==> src/rtl/csel_pkg.sv <==
package csel_pkg;

  typedef enum logic [3:0] {
    CC_EQ = 4'd0,  CC_NE = 4'd1,  CC_CS = 4'd2,  CC_CC = 4'd3,
    CC_MI = 4'd4,  CC_PL = 4'd5,  CC_VS = 4'd6,  CC_VC = 4'd7,
    CC_HI = 4'd8,  CC_LS = 4'd9,  CC_GE = 4'd10, CC_LT = 4'd11,
    CC_GT = 4'd12, CC_LE = 4'd13, CC_AL = 4'd14, CC_NV = 4'd15
  } cond_e;

  typedef enum logic [1:0] {
    SK_PLAIN = 2'd0,
    SK_INC   = 2'd1,
    SK_INV   = 2'd2,
    SK_NEG   = 2'd3
  } sel_kind_e;

  typedef struct packed {
    logic n;
    logic z;
    logic c;
    logic v;
  } flags_t;

endpackage

==> src/rtl/csel_cond_eval.sv <==
module csel_cond_eval
  import csel_pkg::*;
(
  input  logic [3:0] code,
  input  logic [3:0] nzcv,
  output logic       hit
);

  // Codes come in pairs: the odd member is the complement of the even one,
  // except the last pair, where both members are always true.
  localparam int NPAIR = 8;
  localparam int NCODE = 2 * NPAIR;

  flags_t             f;
  logic [NPAIR-1:0]   base;
  logic [NCODE-1:0]   outcome;

  assign f = nzcv;

  always_comb begin
    base[0] = f.z;
    base[1] = f.c;
    base[2] = f.n;
    base[3] = f.v;
    base[4] = f.c & ~f.z;
    base[5] = ~(f.n ^ f.v);
    base[6] = ~f.z & ~(f.n ^ f.v);
    base[7] = 1'b1;
  end

  generate
    for (genvar p = 0; p < NPAIR; p++) begin : g_pair
      assign outcome[2*p] = base[p];
      if (p == NPAIR - 1) begin : g_always
        assign outcome[2*p+1] = 1'b1;
      end else begin : g_compl
        assign outcome[2*p+1] = ~base[p];
      end
    end
  endgenerate

  assign hit = outcome[code];

endmodule

==> src/rtl/csel_alt_path.sv <==
module csel_alt_path
  import csel_pkg::*;
#(
  parameter int W = 64
) (
  input  logic [W-1:0] opnd,
  input  logic [1:0]   kind,
  output logic [W-1:0] alt
);

  localparam logic [W-1:0] ONE = W'(1);

  always_comb begin
    unique case (sel_kind_e'(kind))
      SK_INC:  alt = opnd + ONE;
      SK_INV:  alt = ~opnd;
      SK_NEG:  alt = '0 - opnd;
      default: alt = opnd;
    endcase
  end

endmodule

==> src/rtl/csel_unit.sv <==
module csel_unit
  import csel_pkg::*;
#(
  parameter int DATA_W   = 64,
  parameter int NARROW_W = 32
) (
  input  logic              clk,
  input  logic              rst,
  input  logic [3:0]        cond_code,
  input  logic [3:0]        flags_nzcv,
  input  logic [1:0]        sel_kind,
  input  logic              narrow_mode,
  input  logic              set_mode,
  input  logic [DATA_W-1:0] src_a,
  input  logic [DATA_W-1:0] src_b,
  output logic [DATA_W-1:0] result,
  output logic              cond_true
);

  localparam int UPPER_W = DATA_W - NARROW_W;
  localparam logic [DATA_W-1:0] NARROW_MASK = {{UPPER_W{1'b0}}, {NARROW_W{1'b1}}};

  logic              raw_hit;
  logic              eff_hit;
  logic [1:0]        eff_kind;
  logic [DATA_W-1:0] op_a, op_b, alt_val, picked, next_res;
  logic              past_ok;

  csel_cond_eval u_eval (
    .code (cond_code),
    .nzcv (flags_nzcv),
    .hit  (raw_hit)
  );

  // Set-on-condition reuses the add-one path: zero operands, inverted test.
  always_comb begin
    eff_hit  = set_mode ? ~raw_hit : raw_hit;
    eff_kind = set_mode ? SK_INC : sel_kind;
    op_a     = set_mode ? '0 : src_a;
    op_b     = set_mode ? '0 : src_b;
  end

  csel_alt_path #(.W(DATA_W)) u_alt (
    .opnd (op_b),
    .kind (eff_kind),
    .alt  (alt_val)
  );

  // The low bits of a wide add or negate equal the narrow result, so masking
  // the upper half is enough for 32-bit mode.
  always_comb begin
    picked   = eff_hit ? op_a : alt_val;
    next_res = narrow_mode ? (picked & NARROW_MASK) : picked;
  end

  always_ff @(posedge clk) begin
    if (rst) begin
      result    <= '0;
      cond_true <= 1'b0;
      past_ok   <= 1'b0;
    end else begin
      result    <= next_res;
      cond_true <= raw_hit;
      past_ok   <= 1'b1;
    end
  end

  // Condition codes 14 and 15 yield true for every flag value.
  p_always_true_r6: assert property (@(posedge clk) disable iff (rst)
    (past_ok && $past(cond_code) >= 4'd14) |-> cond_true);

  // The true path passes src_a through untouched in full-width mode.
  p_true_path_r7: assert property (@(posedge clk) disable iff (rst)
    (past_ok && cond_true && !$past(set_mode) && !$past(narrow_mode))
      |-> result == $past(src_a));

  // The invert kind yields the complement of src_b on a failed test.
  p_invert_r9: assert property (@(posedge clk) disable iff (rst)
    (past_ok && !cond_true && !$past(set_mode) && !$past(narrow_mode)
     && $past(sel_kind) == 2'd2) |-> result == ~$past(src_b));

  // Narrow mode never leaves a bit set above the narrow width.
  p_narrow_upper_r11: assert property (@(posedge clk) disable iff (rst)
    (past_ok && $past(narrow_mode)) |-> result[DATA_W-1:NARROW_W] == '0);

  // Set-on-condition gives a single bit that matches the reported condition.
  p_set_binary_r12: assert property (@(posedge clk) disable iff (rst)
    (past_ok && $past(set_mode)) |-> result == DATA_W'(cond_true));

  // After a reset edge both outputs are clear.
  p_reset_clear_r1: assert property (@(posedge clk)
    $past(rst) |-> (result == '0 && !cond_true));

endmodule

==> config.mk <==
export PLATFORM = sky130hd
export DESIGN_NAME = csel_unit
export DESIGN_NICKNAME = d
export VERILOG_FILES = /design/src/rtl/csel_pkg.sv /design/src/rtl/csel_cond_eval.sv /design/src/rtl/csel_alt_path.sv /design/src/rtl/csel_unit.sv
export SDC_FILE = /design/constraint.sdc
export NUM_CORES = 1
export LEC_CHECK = 0
export BUFFER_PORTS_ARGS = -buffer_cell sky130_fd_sc_hd__buf_2
export CORE_AREA = 2 2 96 135
export DETAILED_ROUTE_END_ITERATION = 6
export DIE_AREA = 0 0 98 137
export PLACE_DENSITY = 0.87
export SYNTH_ARGS = -nofsm -noshare
export SYNTH_HDL_FRONTEND = slang
export SYNTH_SLANG_ARGS = --single-unit
==> constraint.sdc <==
create_clock -name clk -period 3.9 [get_ports clk]
set_input_delay 0.39 -clock clk [delete_from_list [all_inputs] [get_ports clk]]
set_output_delay 0.39 -clock clk [all_outputs]
set_load 0.005 [all_outputs]
==> qor.yml, run 1 <==
grt:
  gr-total-overflow: 0
  grt_use_total_pct: 46.4
  grt_max_degree: 71
  grt_pass1_vias: 9080
  antenna_found_initial: 0
  grt_pass1_wl_um: 49200
run_status:
  status: "finished clean"
worst_setup_path:
  crit_end: "result[63]"
  crit_chain: "buf_2 > nand4b_1 > nor3_4 > nand4_1 > or4_1 > o311a_1 > a311oi_1 > a221oi_1"
  path_depth: 8
  startpoint: "set_mode"
  cpMaxStageDelayCell: "or4_1"
  cp-start-kind: "primary input"
  endpoint_kind: "flip-flop"
  critical_path.max_stage_delay_ns: 0.56
  critPathBufInv: 1
  crit_type: "primary input to flip-flop"
  path_max_fanout: 26
  critPathTopFamily: "simple AND/OR/NAND/NOR gates"
  cp.required_ns: 4.11
  arrival_ns: 3.17
cts:
  cts_buffers: 9
  path_clk_slew_ns: 0.06
  cts_setup_buffers: 0
  cts_root_buffer: "clkbuf_16"
  htreeDepth: 3
  cts.sinks: 65
  cts_tree: "built"
  cts_buffer_depth: 2
  ctsResizeCount: 0
  ctsHoldBuffers: 0
sta:
  slew_violations: 0
  setup_viol_count_final: 0
  worstMarginPinSlew_ns: 1.22
  min_period_ns: 2.96
  fmax_ghz: 0.337
  tns_ns: 0
  period_share_pct: 76.0
  rsz0062_at_grt: "false"
  max_slew_margin_pct: 18.5
  final_hold_viol_count: 0
route:
  ant_nets: 0
  drtPass1Iterations: 6
  wl_um: 32200
  drc: 0
  drtIter0Drc: 1101
  num_vias: 9819
  vias_per_cell: 7.21
  avgRoutedWirePerCell_um: 23.7
logic_synthesis:
  syn_inst: 1046
  yosysTopAreaCellShare_pct: 18.7
  netlist_area_um2: 6970
  ys_warn_count: 0
  async_flop_share_pct: 0
  synth-seq-cells: 65
  synth_area_leaders: "dfxtp_1, nand2_1, nor2_1"
  synth_nets: 1188
  yosysTopAreaCell: "dfxtp_1"
  yosysUniqueCellTypes: 80
  syn_area_per_cell_um2: 6.67
  synth-edff-count: 0
  synth-main-ff-cell: "dfxtp_1"
  ys_seq_area_share_pct: 18.7
placement:
  finalWeightedCongestion: 1.07
  dp_hpwl_um: 23900
  port_buffers: 206
pwr:
  leakagePower_uw: 0.00339
  clkPwrFrac_pct: 34.9
  powerDensity_nw_per_um2: 260
  sequentialPowerShare_pct: 32.7
  sw_frac_of_total_pct: 35.7
  p_switching_uw: 781
  p_comb_share_pct: 32.4
  vdd_ir_drop_max_mv: 0.186
  p_int_uw: 1410
final_layout:
  synthToLayoutAreaGrowth_pct: 20.4
  utilization_pct: 68.9
  final_layout_size_suffix_gt1_share_pct: 23.4
  n_antenna_cell: 0
  nets: 1350
die:
  dieWidth_um: 98
  die_h_um: 137
  die_area_um2: 13400
  rows: 48
  core_area_um2: 12200
  io_pins: 207
  initial_core_util_pct: 57.2
job:
  cap_viol_max_count: 0
worst_hold_path:
  min_from: "src_a[38]"
  hold_class: "primary input to flip-flop"
cell families (layout without fill, tap and decap cells):
| logic type | after synthesis | count (layout) | synth area share (%) |
|---|---|---|---|
| AO/OA/AOI/OAI | 339 | 339 | 33.2 |
| XOR/XNOR | 26 | 26 | 3.27 |
| buffers and inverters | 127 | 293 | 7.39 |
| flip-flops | 65 | 65 | 18.7 |
| multiplexers | 16 | 16 | 2.31 |
| AND/OR/NAND/NOR | 473 | 473 | 35.2 |
cell type report:
type / instances / area (um^2)
Clock buffer: 12 / 246
Clock inverter: 3 / 17.5
Fill cell: 1134 / 3790
Inverter: 24 / 90.1
Multi-Input combinational cell: 854 / 5160
Sequential cell: 65 / 1300
Tap cell: 150 / 188
Timing Repair Buffer: 254 / 1390
through the flow:
step | hold slack (ns) | cell area, um^2 | total power, uW | setup WS, ns | cells
global placement | 0.572 | 8130 | 1400 | 0.756 | 1347
finish | 0.234 | 8400 | 2190 | 0.937 | 1362
CTS | 0.233 | 8400 | 2160 | 1.03 | 1362
global route | 0.259 | 8400 | 2250 | 0.760 | 1362
floorplan | 0.459 | 6970 | 1130 | 1.17 | 1046
detailed placement | 0.580 | 8130 | 1410 | 0.680 | 1347
how the worst min path moves through the flow:
stage,slack [ns],end,cells after the start
2_1_floorplan,0.46,result[0],1
3_3_place_gp,0.57,result[11],3
3_5_place_dp,0.58,result[38],3
4_1_cts,0.23,result[38],3
5_1_grt,0.26,result[55],3
6_report,0.23,result[38],3
sequential cells by signal (all words and copies together), names as in the netlist:
name       count
result        64
cond_true      1
synth_stat cells, drive strengths merged (15+ instances only):
| library cell | count |
|---|---|
| a21oi | 55 |
| a31oi | 23 |
| buf | 19 |
| clkbuf | 84 |
| dfxtp | 65 |
| inv | 23 |
| mux2i | 15 |
| nand2 | 117 |
| nand3 | 40 |
| nand4 | 25 |
| nor2 | 108 |
| nor3 | 44 |
| nor4 | 42 |
| o21ai | 92 |
| o31ai | 16 |
power by group through the flow:
stage	Combinational, uW	Sequential, uW	Clock, uW
2_1_floorplan	395	738	0
3_3_place_gp	670	730	0
3_5_place_dp	679	729	0
4_1_cts	682	716	758
5_1_grt	756	719	771
6_report	708	716	762
placed cells by master, fill, tap and decap left out, types with 25 or more instances in the layout:
master / n
dfxtp_1: 65
nand4_1: 25
nor2_1: 108
nor3_1: 43
nand3_1: 40
o21ai_0: 73
buf_2: 206
nor4_1: 37
buf_4: 48
nand2_1: 117
a21oi_1: 55
routing by layer:
metal,vias to the layer above,GRT usage (%),wire (um)
met5,-,0,0
met4,0,32.9,2650
met2,843,76.6,14700
met1,4426,54.1,11200
li1,4323,-,-
met3,227,8.53,3610
No activity file was read; power rests on OpenSTA's default activity.
==> inputs of run 2 (changes only) <==
--- a/config.mk
+++ b/config.mk
@@ -6,10 +6,10 @@
 export NUM_CORES = 1
 export LEC_CHECK = 0
 export BUFFER_PORTS_ARGS = -buffer_cell sky130_fd_sc_hd__buf_2
-export CORE_AREA = 2 2 96 135
+export CORE_AREA = 2 2 105 148
 export DETAILED_ROUTE_END_ITERATION = 6
-export DIE_AREA = 0 0 98 137
-export PLACE_DENSITY = 0.87
+export DIE_AREA = 0 0 107 150
+export PLACE_DENSITY = 0.77
 export SYNTH_ARGS = -nofsm -noshare
 export SYNTH_HDL_FRONTEND = slang
 export SYNTH_SLANG_ARGS = --single-unit
==> constraint.sdc (replaced) <==
create_clock -name clk -period 2.7 [get_ports clk]
set_input_delay 0.27 -clock clk [delete_from_list [all_inputs] [get_ports clk]]
set_output_delay 0.27 -clock clk [all_outputs]
set_load 0.005 [all_outputs]
==> run 2 against run 1 <==
Compared with the run above: the flow now finishes with violations (DRC); clock-buffer cell count rose by 1; setup slack worse by 0.70 ns; first-iteration DRC count grew 15%; total power increased by 52%; combinational power increased by 64%; core utilization decreased by 4.5 points; non-clock buffer count increased by 130; die area increased by 20%; via count grew 3.1%; sequential power increased by 45%; clock power increased by 50%; routed wire length up 12%; critical path type unchanged; largest power group is now combinational cells; highest routed layer is now met5.
==> qor.yml, run 2 (synthesized netlist as in run 1, its figures left out) <==
run_status:
  status: "complete, but fails checks"
  violations: "DRC"
worst_hold_path:
  min_from: "src_a[38]"
  hold_class: "primary input to flip-flop"
route:
  drtPass1Iterations: 7  # +1
  avgRoutedWirePerCell_um: 23.5  # -0.67%
  ant_nets: 0  # unchanged
  vias_per_cell: 6.59  # -8.5%
  drtIter0Drc: 1262  # +15%
  drc: 6  # +6
  num_vias: 10100  # +3.1%
  wl_um: 36100  # +12%
final_layout:
  top_regs: "result (64), cond_true (1)"
  utilization_pct: 64.4  # -4.5 points
  stdcell_area_um2: 9530  # +13%
  final_cell_mix: "buf_2, buf_4, nand2_1, nor2_1, o21ai_0"
  nets: 1480  # +9.6%
  n_antenna_cell: 0  # unchanged
  largest_register_ffs: 64  # unchanged
  final_layout_size_suffix_gt1_share_pct: 30.9  # +7.5 points
  layout.cells.most_common: "buf_2"
  synthToLayoutAreaGrowth_pct: 36.6
  fillers: 1400  # +23%
  regMostFlops: "result"
cts:
  cts_buffers: 9  # unchanged
  cts.sinks: 65  # unchanged
  ctsResizeCount: 0  # unchanged
  cts_buffer_depth: 2  # unchanged
  htreeDepth: 3  # unchanged
  ctsHoldBuffers: 0  # unchanged
  path_clk_slew_ns: 0.05  # about the same
  cts_setup_buffers: 0  # unchanged
  cts_tree: "built"
  cts_root_buffer: "clkbuf_16"
placement:
  placed_area_um2: 9250  # +14%
  finalWeightedCongestion: 1.10  # +2.5%
  dp_slack_ns: -0.0749  # -0.755 ns
  dp_hpwl_um: 27800  # +16%
  port_buffers: 206  # unchanged
die:
  core_area_um2: 14800  # +21%
  rows: 53  # +10%
  dieWidth_um: 107  # +9.2%
  die_h_um: 150  # +9.5%
  die_area_um2: 16100  # +20%
  io_pins: 207  # unchanged
  initial_core_util_pct: 47.2  # -10 points
worst_setup_path:
  path_max_fanout: 27  # +3.8%
  crit_type: "primary input to flip-flop"
  cp.required_ns: 3.00  # -1.11 ns
  crit_path_frequent_cell: "buf_4"
  startpoint: "set_mode"
  cp-start-kind: "primary input"
  cpMaxStageDelayCell: "nand2_1"
  arrival_ns: 2.76  # -0.41 ns
  critical_path.max_stage_delay_ns: 0.57  # about the same
  crit_chain: "buf_2 > buf_12 > buf_4 > nor2_1 > nand2_1 > a31o_2 > o22ai_1 > buf_4 > a22o_1"
  endpoint_kind: "flip-flop"
grt:
  grt_max_degree: 59  # -17%
  grt_pass1_vias: 9843  # +8.4%
  grt_pass1_wl_um: 54300  # +10%
  antenna_found_initial: 0  # unchanged
  gr-total-overflow: 0  # unchanged
  grt_use_total_pct: 43.9  # -2.5 points
sta:
  max_slew_margin_pct: 20.8  # +2.3 points
  setup_slack_ns: 0.233  # -0.704 ns
  fmax_ghz: 0.405
  min_period_ns: 2.47
  period_share_pct: 91.4
  final_hold_viol_count: 0  # unchanged
  worstMarginPinSlew_ns: 1.18  # -0.0345 ns
  setup_viol_count_final: 0  # unchanged
  rsz0062_at_grt: "false"
  slew_violations: 0  # unchanged
  tns_ns: 0  # unchanged
pwr:
  power.total_uw: 3330  # +52%
  leakagePower_uw: 0.00407  # +20%
  vdd_ir_drop_max_mv: 0.252  # +36%
  powerDensity_nw_per_um2: 350  # +34%
job:
  cap_viol_max_count: 0  # unchanged
run 2: final cells by class:
class | count | area (um^2) | share of cell area, %
tap | 192 | 240 | 2.52
multi-input combinational | 854 | 5160 | 54.2
clock buffer | 13 | 260 | 2.73
clock inverter | 3 | 15.0 | 0.158
timing repair buffer | 384 | 2450 | 25.8
sequential | 65 | 1300 | 13.7
inverter | 24 | 90.1 | 0.946
run 2: metal layers:
metal	wire (um)	track usage [%]
met1	13200	52.2
met3	3790	9.54
met5	45	2.60
met2	16600	71.3
met4	2480	27.1
run 2: worst paths after layout:
| path | cells after the start | slack, ns | to |
|---|---|---|---|
| hold / removal | 3 | 0.11 | result[38] |
| setup / recovery | 9 | 0.23 | result[40] |
run 2: worst max-delay path: cells and delay by family:
family	cells	cell delay, ns
buffers and inverters	4	0.68
AOI/OAI and AO/OA	3	0.71
and+or+nand+nor	2	1.09
run 2: stage by stage:
stage,hold WS (ns),instances
6_report,0.111,1535
5_1_grt,0.128,1535
4_1_cts,0.110,1535
3_5_place_dp,0.468,1519
3_3_place_gp,0.453,1519
2_1_floorplan,0.339,1046
run 2: power by group:
| group | internal (uW) | switching, uW |
|---|---|---|
| clock network | 668 | 469 |
| logic | 466 | 694 |
| registers | 1020 | 15.0 |
| total | 2150 | 1180 |
